## src/rtl/ahb2avm_pkg.sv

```systemverilog
package ahb2avm_pkg;
    // Avalon sequencer states
    typedef enum logic [1:0] {
        ENG_IDLE   = 2'd0,
        ENG_XFER   = 2'd1,
        ENG_RDWAIT = 2'd2
    } eng_state_e;
endpackage

```

## src/rtl/ahb_slave_front.sv

```systemverilog
module ahb_slave_front #(
    parameter int AW = 32,
    parameter int DW = 32
) (
    input  logic              clk,
    input  logic              rst_n,
    input  logic              hsel,
    input  logic [AW-1:0]     haddr,
    input  logic [1:0]        htrans,
    input  logic              hwrite,
    input  logic [2:0]        hsize,
    input  logic [DW-1:0]     hwdata,
    input  logic              hready_in,
    output logic              hready_out,
    output logic              hresp,
    output logic [DW-1:0]     hrdata,
    input  logic              q_full,
    output logic              q_push,
    output logic              cmd_write,
    output logic [AW-1:0]     cmd_addr,
    output logic [DW-1:0]     cmd_wdata,
    output logic [DW/8-1:0]   cmd_be,
    input  logic              rsp_valid,
    input  logic [DW-1:0]     rsp_data
);
    localparam int NB   = DW / 8;
    localparam int OFFW = (NB > 1) ? $clog2(NB) : 1;

    typedef struct packed {
        logic          act;
        logic          wr;
        logic [AW-1:0] addr;
        logic [2:0]    size;
        logic          rd_sent;
    } dphase_t;

    dphase_t st_d, st_q;

    always_comb begin
        st_d       = st_q;
        q_push     = 1'b0;
        hready_out = 1'b1;
        if (st_q.act) begin
            if (st_q.rd_sent) begin
                hready_out = rsp_valid;
            end else if (q_full) begin
                hready_out = 1'b0;
            end else begin
                q_push = 1'b1;
                if (!st_q.wr) begin
                    hready_out   = 1'b0;
                    st_d.rd_sent = 1'b1;
                end
            end
        end
        if (hready_in) begin
            st_d.act     = hsel && ((htrans == 2'b10) || (htrans == 2'b11));
            st_d.wr      = hwrite;
            st_d.addr    = haddr;
            st_d.size    = hsize;
            st_d.rd_sent = 1'b0;
        end
    end

    always_comb begin
        for (int i = 0; i < NB; i++) begin
            cmd_be[i] = ((OFFW'(i) ^ st_q.addr[OFFW-1:0]) >> st_q.size) == '0;
        end
    end

    assign cmd_write = st_q.wr;
    assign cmd_addr  = st_q.addr;
    assign cmd_wdata = st_q.wr ? hwdata : '0;
    assign hrdata    = rsp_data;
    assign hresp     = 1'b0;

    always_ff @(posedge clk or negedge rst_n) begin
        if (!rst_n) st_q <= '0;
        else        st_q <= st_d;
    end


    read_resp_chk: assert property (@(posedge clk) disable iff (!rst_n)
        rsp_valid |-> (st_q.act && st_q.rd_sent));
endmodule

```

## src/rtl/cmd_fifo.sv

```systemverilog
module cmd_fifo #(
    parameter int W     = 8,
    parameter int DEPTH = 4
) (
    input  logic         clk,
    input  logic         rst_n,
    input  logic         push,
    input  logic [W-1:0] wdata,
    input  logic         pop,
    output logic [W-1:0] rdata,
    output logic         full,
    output logic         empty
);
    localparam int PW = (DEPTH > 1) ? $clog2(DEPTH) : 1;
    localparam int CW = $clog2(DEPTH + 1);

    typedef struct packed {
        logic [PW-1:0] wp;
        logic [PW-1:0] rp;
        logic [CW-1:0] cnt;
    } ptr_t;

    ptr_t st_d, st_q;
    logic [W-1:0] mem_q [DEPTH];

    always_comb begin
        st_d = st_q;
        if (push) st_d.wp = (st_q.wp == PW'(DEPTH - 1)) ? '0 : st_q.wp + 1'b1;
        if (pop)  st_d.rp = (st_q.rp == PW'(DEPTH - 1)) ? '0 : st_q.rp + 1'b1;
        st_d.cnt = st_q.cnt + CW'(push) - CW'(pop);
    end

    always_ff @(posedge clk or negedge rst_n) begin
        if (!rst_n) st_q <= '0;
        else        st_q <= st_d;
    end

    always_ff @(posedge clk) begin
        if (push) mem_q[st_q.wp] <= wdata;
    end

    assign rdata = mem_q[st_q.rp];
    assign full  = (st_q.cnt == CW'(DEPTH));
    assign empty = (st_q.cnt == '0);


    no_overflow_chk: assert property (@(posedge clk) disable iff (!rst_n)
        push |-> !full);

    no_underflow_chk: assert property (@(posedge clk) disable iff (!rst_n)
        pop |-> !empty);
endmodule

```

## src/rtl/avm_master_seq.sv

```systemverilog
module avm_master_seq
    import ahb2avm_pkg::*;
#(
    parameter int AW = 32,
    parameter int DW = 32
) (
    input  logic              clk,
    input  logic              rst_n,
    input  logic              q_empty,
    output logic              q_pop,
    input  logic              q_write,
    input  logic [AW-1:0]     q_addr,
    input  logic [DW-1:0]     q_wdata,
    input  logic [DW/8-1:0]   q_be,
    output logic [AW-1:0]     avm_address,
    output logic              avm_read,
    output logic              avm_write,
    output logic [DW-1:0]     avm_writedata,
    output logic [DW/8-1:0]   avm_byteenable,
    input  logic              avm_waitrequest,
    input  logic              avm_readdatavalid
);
    typedef struct packed {
        eng_state_e        state;
        logic              wr;
        logic [AW-1:0]     addr;
        logic [DW-1:0]     data;
        logic [DW/8-1:0]   be;
    } eng_t;

    eng_t st_d, st_q;
    logic take;

    always_comb begin
        st_d = st_q;
        take = 1'b0;
        unique case (st_q.state)
            ENG_IDLE:   take = !q_empty;
            ENG_XFER: begin
                if (!avm_waitrequest) begin
                    if (!st_q.wr)     st_d.state = ENG_RDWAIT;
                    else if (q_empty) st_d.state = ENG_IDLE;
                    else              take = 1'b1;
                end
            end
            ENG_RDWAIT: if (avm_readdatavalid) st_d.state = ENG_IDLE;
            default:    st_d.state = ENG_IDLE;
        endcase
        if (take) begin
            st_d.state = ENG_XFER;
            st_d.wr    = q_write;
            st_d.addr  = q_addr;
            st_d.data  = q_wdata;
            st_d.be    = q_be;
        end
        q_pop = take;
    end

    always_ff @(posedge clk or negedge rst_n) begin
        if (!rst_n) st_q <= '0;
        else        st_q <= st_d;
    end

    assign avm_read       = (st_q.state == ENG_XFER) && !st_q.wr;
    assign avm_write      = (st_q.state == ENG_XFER) && st_q.wr;
    assign avm_address    = st_q.addr;
    assign avm_writedata  = st_q.data;
    assign avm_byteenable = st_q.be;


    hold_while_wait_chk: assert property (@(posedge clk) disable iff (!rst_n)
        ((avm_read || avm_write) && avm_waitrequest) |=>
        ($stable(avm_address) && $stable(avm_writedata) && $stable(avm_byteenable)
         && $stable(avm_read) && $stable(avm_write)));

    pop_after_accept_chk: assert property (@(posedge clk) disable iff (!rst_n)
        q_pop |-> (!avm_waitrequest || !(avm_read || avm_write)));
endmodule

```

## src/rtl/ahb_avmm_bridge.sv

```systemverilog
module ahb_avmm_bridge #(
    parameter int ADDR_W     = 32,
    parameter int DATA_W     = 32,
    parameter int FIFO_DEPTH = 4
) (
    input  logic                clk,
    input  logic                rst_n,
    input  logic                hsel,
    input  logic [ADDR_W-1:0]   haddr,
    input  logic [1:0]          htrans,
    input  logic                hwrite,
    input  logic [2:0]          hsize,
    input  logic [DATA_W-1:0]   hwdata,
    input  logic                hready_in,
    output logic                hready_out,
    output logic                hresp,
    output logic [DATA_W-1:0]   hrdata,
    output logic [ADDR_W-1:0]   avm_address,
    output logic                avm_read,
    output logic                avm_write,
    output logic [DATA_W-1:0]   avm_writedata,
    output logic [DATA_W/8-1:0] avm_byteenable,
    input  logic                avm_waitrequest,
    input  logic [DATA_W-1:0]   avm_readdata,
    input  logic                avm_readdatavalid
);
    localparam int NB    = DATA_W / 8;
    localparam int CMD_W = 1 + ADDR_W + DATA_W + NB;

    logic              q_full, q_empty, q_push, q_pop;
    logic              c_wr, h_wr;
    logic [ADDR_W-1:0] c_addr, h_addr;
    logic [DATA_W-1:0] c_data, h_data;
    logic [NB-1:0]     c_be, h_be;
    logic [CMD_W-1:0]  head;

    ahb_slave_front #(.AW(ADDR_W), .DW(DATA_W)) front_i (
        .clk(clk), .rst_n(rst_n), .hsel(hsel), .haddr(haddr), .htrans(htrans),
        .hwrite(hwrite), .hsize(hsize), .hwdata(hwdata), .hready_in(hready_in),
        .hready_out(hready_out), .hresp(hresp), .hrdata(hrdata),
        .q_full(q_full), .q_push(q_push), .cmd_write(c_wr), .cmd_addr(c_addr),
        .cmd_wdata(c_data), .cmd_be(c_be),
        .rsp_valid(avm_readdatavalid), .rsp_data(avm_readdata)
    );

    cmd_fifo #(.W(CMD_W), .DEPTH(FIFO_DEPTH)) fifo_i (
        .clk(clk), .rst_n(rst_n), .push(q_push), .wdata({c_wr, c_addr, c_data, c_be}),
        .pop(q_pop), .rdata(head), .full(q_full), .empty(q_empty)
    );

    assign {h_wr, h_addr, h_data, h_be} = head;

    avm_master_seq #(.AW(ADDR_W), .DW(DATA_W)) seq_i (
        .clk(clk), .rst_n(rst_n), .q_empty(q_empty), .q_pop(q_pop),
        .q_write(h_wr), .q_addr(h_addr), .q_wdata(h_data), .q_be(h_be),
        .avm_address(avm_address), .avm_read(avm_read), .avm_write(avm_write),
        .avm_writedata(avm_writedata), .avm_byteenable(avm_byteenable),
        .avm_waitrequest(avm_waitrequest), .avm_readdatavalid(avm_readdatavalid)
    );
endmodule

```

## config.mk

```make
export PLATFORM = sky130hd
export DESIGN_NAME = ahb_avmm_bridge
export DESIGN_NICKNAME = d
export VERILOG_FILES = /design/src/rtl/ahb2avm_pkg.sv /design/src/rtl/ahb_slave_front.sv /design/src/rtl/cmd_fifo.sv /design/src/rtl/avm_master_seq.sv /design/src/rtl/ahb_avmm_bridge.sv
export SDC_FILE = /design/constraint.sdc
export NUM_CORES = 1
export LEC_CHECK = 0
export CORE_ASPECT_RATIO = 0.7
export CORE_MARGIN = 1.5
export CORE_UTILIZATION = 45
export CTS_CLUSTER_DIAMETER = 120
export DETAILED_ROUTE_END_ITERATION = 12
export DONT_BUFFER_PORTS = 1
export PLACE_DENSITY = 0.71
export SETUP_SLACK_MARGIN = 0.2
export SKIP_CTS_REPAIR_TIMING = 1
export SLEW_MARGIN = 0
export SYNTH_ARGS = -nofsm -noshare
export SYNTH_HDL_FRONTEND = slang
export SYNTH_SLANG_ARGS = --single-unit
```

## constraint.sdc

```tcl
create_clock -name clk -period 3.35 [get_ports clk]
set_input_delay 0.5025 -clock clk [delete_from_list [all_inputs] [get_ports clk]]
set_output_delay 0.5025 -clock clk [all_outputs]
set_load 0.03 [all_outputs]
```

==> flow_summary.ini, run 1 <==
[job]
maxCapViolations = 0

[critical_path]
cp_data_arrival_time_ps = 2810
cp_top_family = adder cells
critPathLaunch = fifo_i.st_q[1]$_DFF_PN0_
startpoint_type = flop
critical_path.endpoint_type = flop
worst-r2r-cell-count = 11
crit_slowest_cell = sky130_fd_sc_hd__dfrtp_1
timing.critical_path.buf_inv = 4
ff2ff_setup_slack_ps = 950
timing.critical_path.required_ps = 3770
crit_path_max_fanout = 7
r2r-end = fifo_i.st_q[2]$_DFF_PN0_
critical_path.most_common_cell = sky130_fd_sc_hd__inv_1
crit_type = flop to flop
crit_path_cell_trace = nor3b_1 -> nor3_1 -> buf_4 -> inv_1 -> ha_1 -> inv_1 -> ha_1 -> inv_1 -> fa_1 -> xnor2_1 -> xnor2_1
worst_r2r_startpoint = fifo_i.st_q[1]$_DFF_PN0_
max_stage_delay_ps = 440

[clock_tree]
ctsLongestPathBuffers = 3
clkSinkCount = 392
cts.htree.levels = 2
worst_skew_pair.late_latency_ps = 540
cts_buffers = 38
clock_tree_from_tritoncts = built
path_clk_slew_ps = 60
cts-root-buf = sky130_fd_sc_hd__clkbuf_16

[worst_hold_path]
hold_path_depth = 1
holdCritPathClass = input pin to flop
min-delay-start = hready_in
worst_hold_path.endpoint = front_i.st_q[0]$_DFFE_PN0P_

[power_and_ir_drop]
comb_power_share_pct = 20.9
netSwitchingPower_mw = 4.709
irDropWorstVdd_mv = 0.5433
p_int_mw = 10.56
leakagePower_nw = 5.751
swShare_pct = 30.84
power_density_mw_per_mm2 = 919.7
p_clk_share_pct = 28.3
power.sequential.fraction_pct = 50.8

[global_route]
initial_antenna_violation_count = 3
grt_max_degree = 117
vias_in_the_first_global_route = 6761
grt_first_pass_wirelength_mm = 41.32
groute.usage.overall_pct = 15.68
grt.overflow.total = 0

[logic_synthesis]
netlist.top_cell.by_area = sky130_fd_sc_hd__edfxtp_1
synth_largest_type_area_fraction_pct = 53.60
synth_edf_count = 276
syn_area_per_cell_um2 = 19.52
synth_fp_nets = 908
yosys_warnings = 0
yosys_register_bits = 392
main_area_contributors_after_synthesis = sky130_fd_sc_hd__edfxtp_1 54%, sky130_fd_sc_hd__dfrtp_1 19%, sky130_fd_sc_hd__mux4_2 10%
synthTopCellsByCount = 276 x sky130_fd_sc_hd__edfxtp_1, 116 x sky130_fd_sc_hd__dfrtp_1, 106 x sky130_fd_sc_hd__mux2_2
synthCells = 792
synth-async-reset-ratio_pct = 29.59
synth_cell_types = 28
synthesis.area_mm2 = 0.01546
ys_dominant_reg_cell = sky130_fd_sc_hd__edfxtp_1
synth_sequential_area_ratio_pct = 72.37
synth_most_common_cell = sky130_fd_sc_hd__edfxtp_1

[drt]
vias = 6364
drt-initial-drc-count = 436
dr.pass1.iters = 4
routed_wirelength_mm = 26.94
wl_per_cell_um = 22.79
drc = 0
antenna_violating_nets_post_route = 0
vias_per_cell = 5.384

[sta]
fin_setup_tns_ps = 0
timing.final.hold_violations = 0
maximum_operating_frequency_ghz = 0.4173
final_min_period_over_clock_period_pct = 71.53
worst_slew_margin_rel_pct = 50.24
clock_skew_ps = 26.03
fin_crit_ps = 2396
timing_worst_slew_pin_value_ps = 746.3
rsz_0062_raised_after_global_routing = no
setup_viol = 0
finalMaxSlewViolations = 0

[placement]
io_buffer_count = 0
gp_routability_congestion = 0.6837
detailedPlacementHpwl_mm = 15.55
dpl-instance-area_mm2 = 0.01529

[finish]
num-fill-cells = 2668
layout.cell_area.non_filler_mm2 = 0.01660
area.growth.synth_to_final_pct = 7.371
n_antenna_cell = 0
drive_gt1_share_pct = 34.00
num-nets-final = 833

[die]
die_width_um = 224.6
die_area_mm2 = 0.03550
floorplan.rows = 56
fp.coreArea_mm2 = 0.03363
floorplan.io_pins = 212
die_height_um = 158.1
initial_core_util_pct = 45.98

[outcome]
outcome = finished clean
kinds of logic after synthesis:
family	after synthesis	synth area share, %
xor gates and xnor gates	2	0.1133
buffers and inverters	144	6.352
other	1	0.02425
AOI/OAI and AO/OA	14	0.6392
and+or+nand+nor	56	2.039
adders and majority gates	8	0.6958
muxes	175	17.77
DFF	392	72.37
power by group through the flow:
stage               Sequential (mW)  Combinational (mW)  Clock [mW]
floorplan                      6.55                4.43           0
global placement               7.85                3.13           0
detailed placement             7.89                3.23           0
CTS                            7.79                3.24        4.45
global route                   7.90                3.49        4.63
finish                         7.75                3.19        4.32
registers in the layout, indices dropped and copies added, names as in the netlist:
signal                flops
fifo_i.mem_q            276
front_i.cmd_addr         32
seq_i.avm_byteenable      4
front_i.cmd_write         1
seq_i.st_q                3
seq_i.avm_address        32
seq_i.avm_writedata      32
fifo_i.st_q               7
front_i.st_q              5
cells in the final DEF, fill, tap and decap left out:
cell type / netlist / final
sky130_fd_sc_hd__a211oi_4: 1 / 1
sky130_fd_sc_hd__clkinv_2: 0 / 3
sky130_fd_sc_hd__and2_4: 0 / 4
sky130_fd_sc_hd__buf_16: 0 / 1
sky130_fd_sc_hd__o21ai_0: 8 / 8
sky130_fd_sc_hd__clkinv_1: 0 / 4
sky130_fd_sc_hd__bufinv_16: 0 / 4
sky130_fd_sc_hd__inv_6: 0 / 2
sky130_fd_sc_hd__nor2_1: 8 / 8
sky130_fd_sc_hd__conb_1: 1 / 1
sky130_fd_sc_hd__clkinv_4: 0 / 1
sky130_fd_sc_hd__edfxtp_1: 276 / 276
sky130_fd_sc_hd__buf_4: 101 / 8
sky130_fd_sc_hd__mux2_2: 106 / 106
sky130_fd_sc_hd__nand2_1: 5 / 5
sky130_fd_sc_hd__ha_1: 7 / 7
sky130_fd_sc_hd__clkbuf_16: 0 / 38
sky130_fd_sc_hd__o311ai_1: 0 / 1
sky130_fd_sc_hd__nor3b_1: 1 / 1
sky130_fd_sc_hd__dlygate4sd3_1: 0 / 1
sky130_fd_sc_hd__nand2b_1: 3 / 3
sky130_fd_sc_hd__and2_1: 36 / 32
sky130_fd_sc_hd__o31a_1: 1 / 1
sky130_fd_sc_hd__clkinv_8: 0 / 1
sky130_fd_sc_hd__xnor2_1: 2 / 2
sky130_fd_sc_hd__buf_12: 0 / 7
sky130_fd_sc_hd__a21oi_1: 1 / 1
sky130_fd_sc_hd__dfrtp_4: 0 / 2
sky130_fd_sc_hd__inv_1: 12 / 12
sky130_fd_sc_hd__clkbuf_8: 0 / 7
sky130_fd_sc_hd__nand3_1: 1 / 1
sky130_fd_sc_hd__fa_1: 1 / 1
sky130_fd_sc_hd__a21o_1: 1 / 1
sky130_fd_sc_hd__mux4_2: 69 / 69
sky130_fd_sc_hd__dfrtp_1: 116 / 114
sky130_fd_sc_hd__nor3_1: 2 / 2
sky130_fd_sc_hd__clkbuf_1: 15 / 10
sky130_fd_sc_hd__o32ai_1: 1 / 1
final cells by class:
class                   count  area [um^2]  area share [%]
clock buffers              55         1085           6.534
inverters                  12        45.04          0.2713
multi-input cells         256         3301           19.88
flip-flops and latches    392        11200           67.45
well taps                 435        544.3           3.278
repair buffers             17        237.7           1.432
clock inverters            15        192.7           1.161
worst max-delay path by stage:
stage,endpoint,slack (ps),depth (start not counted)
after global routing,fifo_i.st_q[2]$_DFF_PN0_,790,11
after detailed placement,seq_i.avm_writedata[18]$_DFFE_PN0P_,940,3
after floorplan,fifo_i.mem_q[1][0]$_DFFE_PP_,290,3
after CTS,seq_i.avm_writedata[18]$_DFFE_PN0P_,920,3
final,fifo_i.st_q[2]$_DFF_PN0_,950,11
after global placement,seq_i.avm_address[9]$_DFFE_PN0P_,1000,3
metal layers:
metal | vias to the layer above | GRT usage (%) | wire [um]
met5 | - | 0 | 0
met4 | 0 | 4.506 | 528
met3 | 50 | 4.659 | 1865
met2 | 170 | 24.78 | 12660
met1 | 3371 | 21.22 | 11890
li1 | 2773 | - | -
through the flow:
step / worst slack (ps) / util, % / power, mW / hold WS, ps / std cells
2_1_floorplan: 289.6 / - / 10.97 / 206.9 / 792
6_report: 953.8 / 49.37 / 15.27 / 46.60 / 1182
3_5_place_dp: 941.3 / 45.46 / 11.12 / 210.8 / 1110
5_1_grt: 793.0 / 49.37 / 16.01 / 12.09 / 1182
3_3_place_gp: 999.0 / 45.46 / 10.98 / 210.4 / 1110
4_1_cts: 924.8 / 49.26 / 15.48 / -373.4 / 1180
worst reg2reg max path, cell delays in order, from the launching register on:
cell	delay, ps
sky130_fd_sc_hd__dfrtp_1	440
sky130_fd_sc_hd__nor3b_1	400
sky130_fd_sc_hd__nor3_1	80
sky130_fd_sc_hd__buf_4	180
sky130_fd_sc_hd__inv_1	60
sky130_fd_sc_hd__ha_1	210
sky130_fd_sc_hd__inv_1	60
sky130_fd_sc_hd__ha_1	130
sky130_fd_sc_hd__inv_1	50
sky130_fd_sc_hd__fa_1	410
sky130_fd_sc_hd__xnor2_1	150
sky130_fd_sc_hd__xnor2_1	130
(Power assumes the default switching activity.)
==> inputs of run 2 (changes only) <==
--- a/config.mk
+++ b/config.mk
@@ -11,7 +11,7 @@
 export CTS_CLUSTER_DIAMETER = 120
 export DETAILED_ROUTE_END_ITERATION = 12
 export DONT_BUFFER_PORTS = 1
-export PLACE_DENSITY = 0.71
+export PLACE_DENSITY = 0.73
 export SETUP_SLACK_MARGIN = 0.2
 export SKIP_CTS_REPAIR_TIMING = 1
 export SLEW_MARGIN = 0
==> constraint.sdc (replaced) <==
create_clock -name clk -period 2.12 [get_ports clk]
set_input_delay 0.318 -clock clk [delete_from_list [all_inputs] [get_ports clk]]
set_output_delay 0.318 -clock clk [all_outputs]
set_load 0.03 [all_outputs]
==> flow_summary.ini, run 2 (synthesis gave the netlist of run 1 again) <==
[finish]
num-nets-final = 883
layout.cell_area.non_filler_mm2 = 0.01723
drive_gt1_share_pct = 35.09
stdcell_count = 1233
layout.cells.most_common = sky130_fd_sc_hd__edfxtp_1
registers.top_by_ff_count = fifo_i.mem_q
final_cell_mix = 276 x sky130_fd_sc_hd__edfxtp_1, 111 x sky130_fd_sc_hd__dfrtp_1, 106 x sky130_fd_sc_hd__mux2_2, 69 x sky130_fd_sc_hd__mux4_2, 39 x sky130_fd_sc_hd__dlygate4sd3_1
largest_register_ffs = 276
utilization_pct = 51.22
area.growth.synth_to_final_pct = 11.41

[critical_path]
crit_type = flop to flop
startpoint_type = flop
crit_slowest_cell = sky130_fd_sc_hd__dfrtp_2
timing.critical_path.required_ps = 2530
timing.critical_path.buf_inv = 3
crit_path_cell_trace = nor3b_4 -> nor3_2 -> inv_1 -> ha_4 -> inv_2 -> ha_4 -> inv_2 -> fa_2 -> xnor2_2 -> xnor2_1
critical_path.endpoint_type = flop
cp_top_family = adder cells
cp_data_arrival_time_ps = 2390
max_stage_delay_ps = 430
crit_path_max_fanout = 3

[placement]
dpl-instance-area_mm2 = 0.01555
dp_cells = 1122
detailedPlacementHpwl_mm = 16.18
gp_routability_congestion = 0.6840
io_buffer_count = 0

[sta]
maximum_operating_frequency_ghz = 0.5050
rsz_0062_raised_after_global_routing = yes
finalMaxSlewViolations = 0
clock_skew_ps = 12.65
final_hold_slack_ps = -510.8
timing_worst_slew_pin_value_ps = 584.3
final_min_period_over_clock_period_pct = 93.40
worst_slew_margin_rel_pct = 60.63
setup_viol = 0
fin_crit_ps = 1980
timing.final.hold_violations = 117

[drt]
wl_per_cell_um = 22.13
routed_wirelength_mm = 27.29
vias = 6590
dr.pass1.iters = 6
drt-initial-drc-count = 439
vias_per_cell = 5.345
antenna_violating_nets_post_route = 0
drc = 0

[power_and_ir_drop]
swShare_pct = 31.12
fin_total_pwr_mw = 24.37
p_clk_share_pct = 26.8
leakagePower_nw = 5.984
power.sequential.fraction_pct = 49.5
irDropWorstVdd_mv = 0.6531
p_int_mw = 16.78
netSwitchingPower_mw = 7.582
power_density_mw_per_mm2 = 1414
comb_power_share_pct = 23.7

[die]
initial_core_util_pct = 45.98
floorplan.rows = 56
floorplan.io_pins = 212
die_height_um = 158.1
die_area_mm2 = 0.03550
fp.coreArea_mm2 = 0.03363
die_width_um = 224.6

[worst_hold_path]
holdCritPathClass = input pin to asynchronous set/reset pin

[clock_tree]
worst_skew_pair.late_latency_ps = 520
cts_buffers = 37
cts-root-buf = sky130_fd_sc_hd__clkbuf_16
path_clk_slew_ps = 60
ctsLongestPathBuffers = 3
cts.htree.levels = 2
clock_tree_from_tritoncts = built
clkSinkCount = 392

[global_route]
initial_antenna_violation_count = 2
vias_in_the_first_global_route = 6669
grt.overflow.total = 0
grt_max_degree = 117
grt_first_pass_wirelength_mm = 41.21
groute.usage.overall_pct = 15.50

[outcome]
outcome = complete, but fails checks
violations = negative hold slack

[job]
maxCapViolations = 0
==> run 2: worst paths after layout <==
check	start	to	slack, ps	cells after the start
max	fifo_i.st_q[2]$_DFF_PN0_	fifo_i.st_q[2]$_DFF_PN0_	140	10
min in group clk	avm_readdatavalid	seq_i.st_q[70]$_DFFE_PN0P_	-10	2
min	rst_n	seq_i.avm_writedata[6]$_DFFE_PN0P_	-510	0
max reg2reg	fifo_i.st_q[2]$_DFF_PN0_	fifo_i.st_q[2]$_DFF_PN0_	140	10
min reg2reg	front_i.st_q[2]$_DFFE_PN0P_	front_i.st_q[2]$_DFFE_PN0P_	510	1
max in group asynchronous	rst_n	front_i.cmd_addr[21]$_DFFE_PN0P_	2250	0
==> run 2: final cells by class <==
cell class	instances	area, um^2
tap	435	544.3
clock inverter	16	178.9
clock buffer	51	1018
sequential	392	11200
fill	2679	16400
antenna	3	7.507
multi-input combinational	256	3383
timing repair buffer	68	848.3
inverter	12	45.04
==> run 2: per-stage QoR <==
step | worst slack, ps | setup TNS [ps]
after floorplan | -155.2 | -234.8
after global placement | 67.66 | 0
after detailed placement | 42.21 | 0
after CTS | -10.67 | -10.67
after global routing | 43.62 | 0
final | 139.9 | 0
==> run 2: metal layers <==
metal / global-route usage (%) / up-vias / wire length, um
li1: - / 2881 / -
met1: 20.95 / 3517 / 12250
met2: 24.46 / 159 / 12880
met3: 5.475 / 33 / 1876
met4: 3.132 / 0 / 287
met5: 0 / - / 0
==> run 2: power groups by stage <==
stage	sequential (mW)	clock (mW)	combinational, mW
floorplan	10.3	0	7.07
global placement	12.2	0	5.59
detailed placement	12.2	0	5.72
CTS	12.1	6.67	5.73
global route	12.3	6.96	6.29
finish	12.1	6.53	5.78
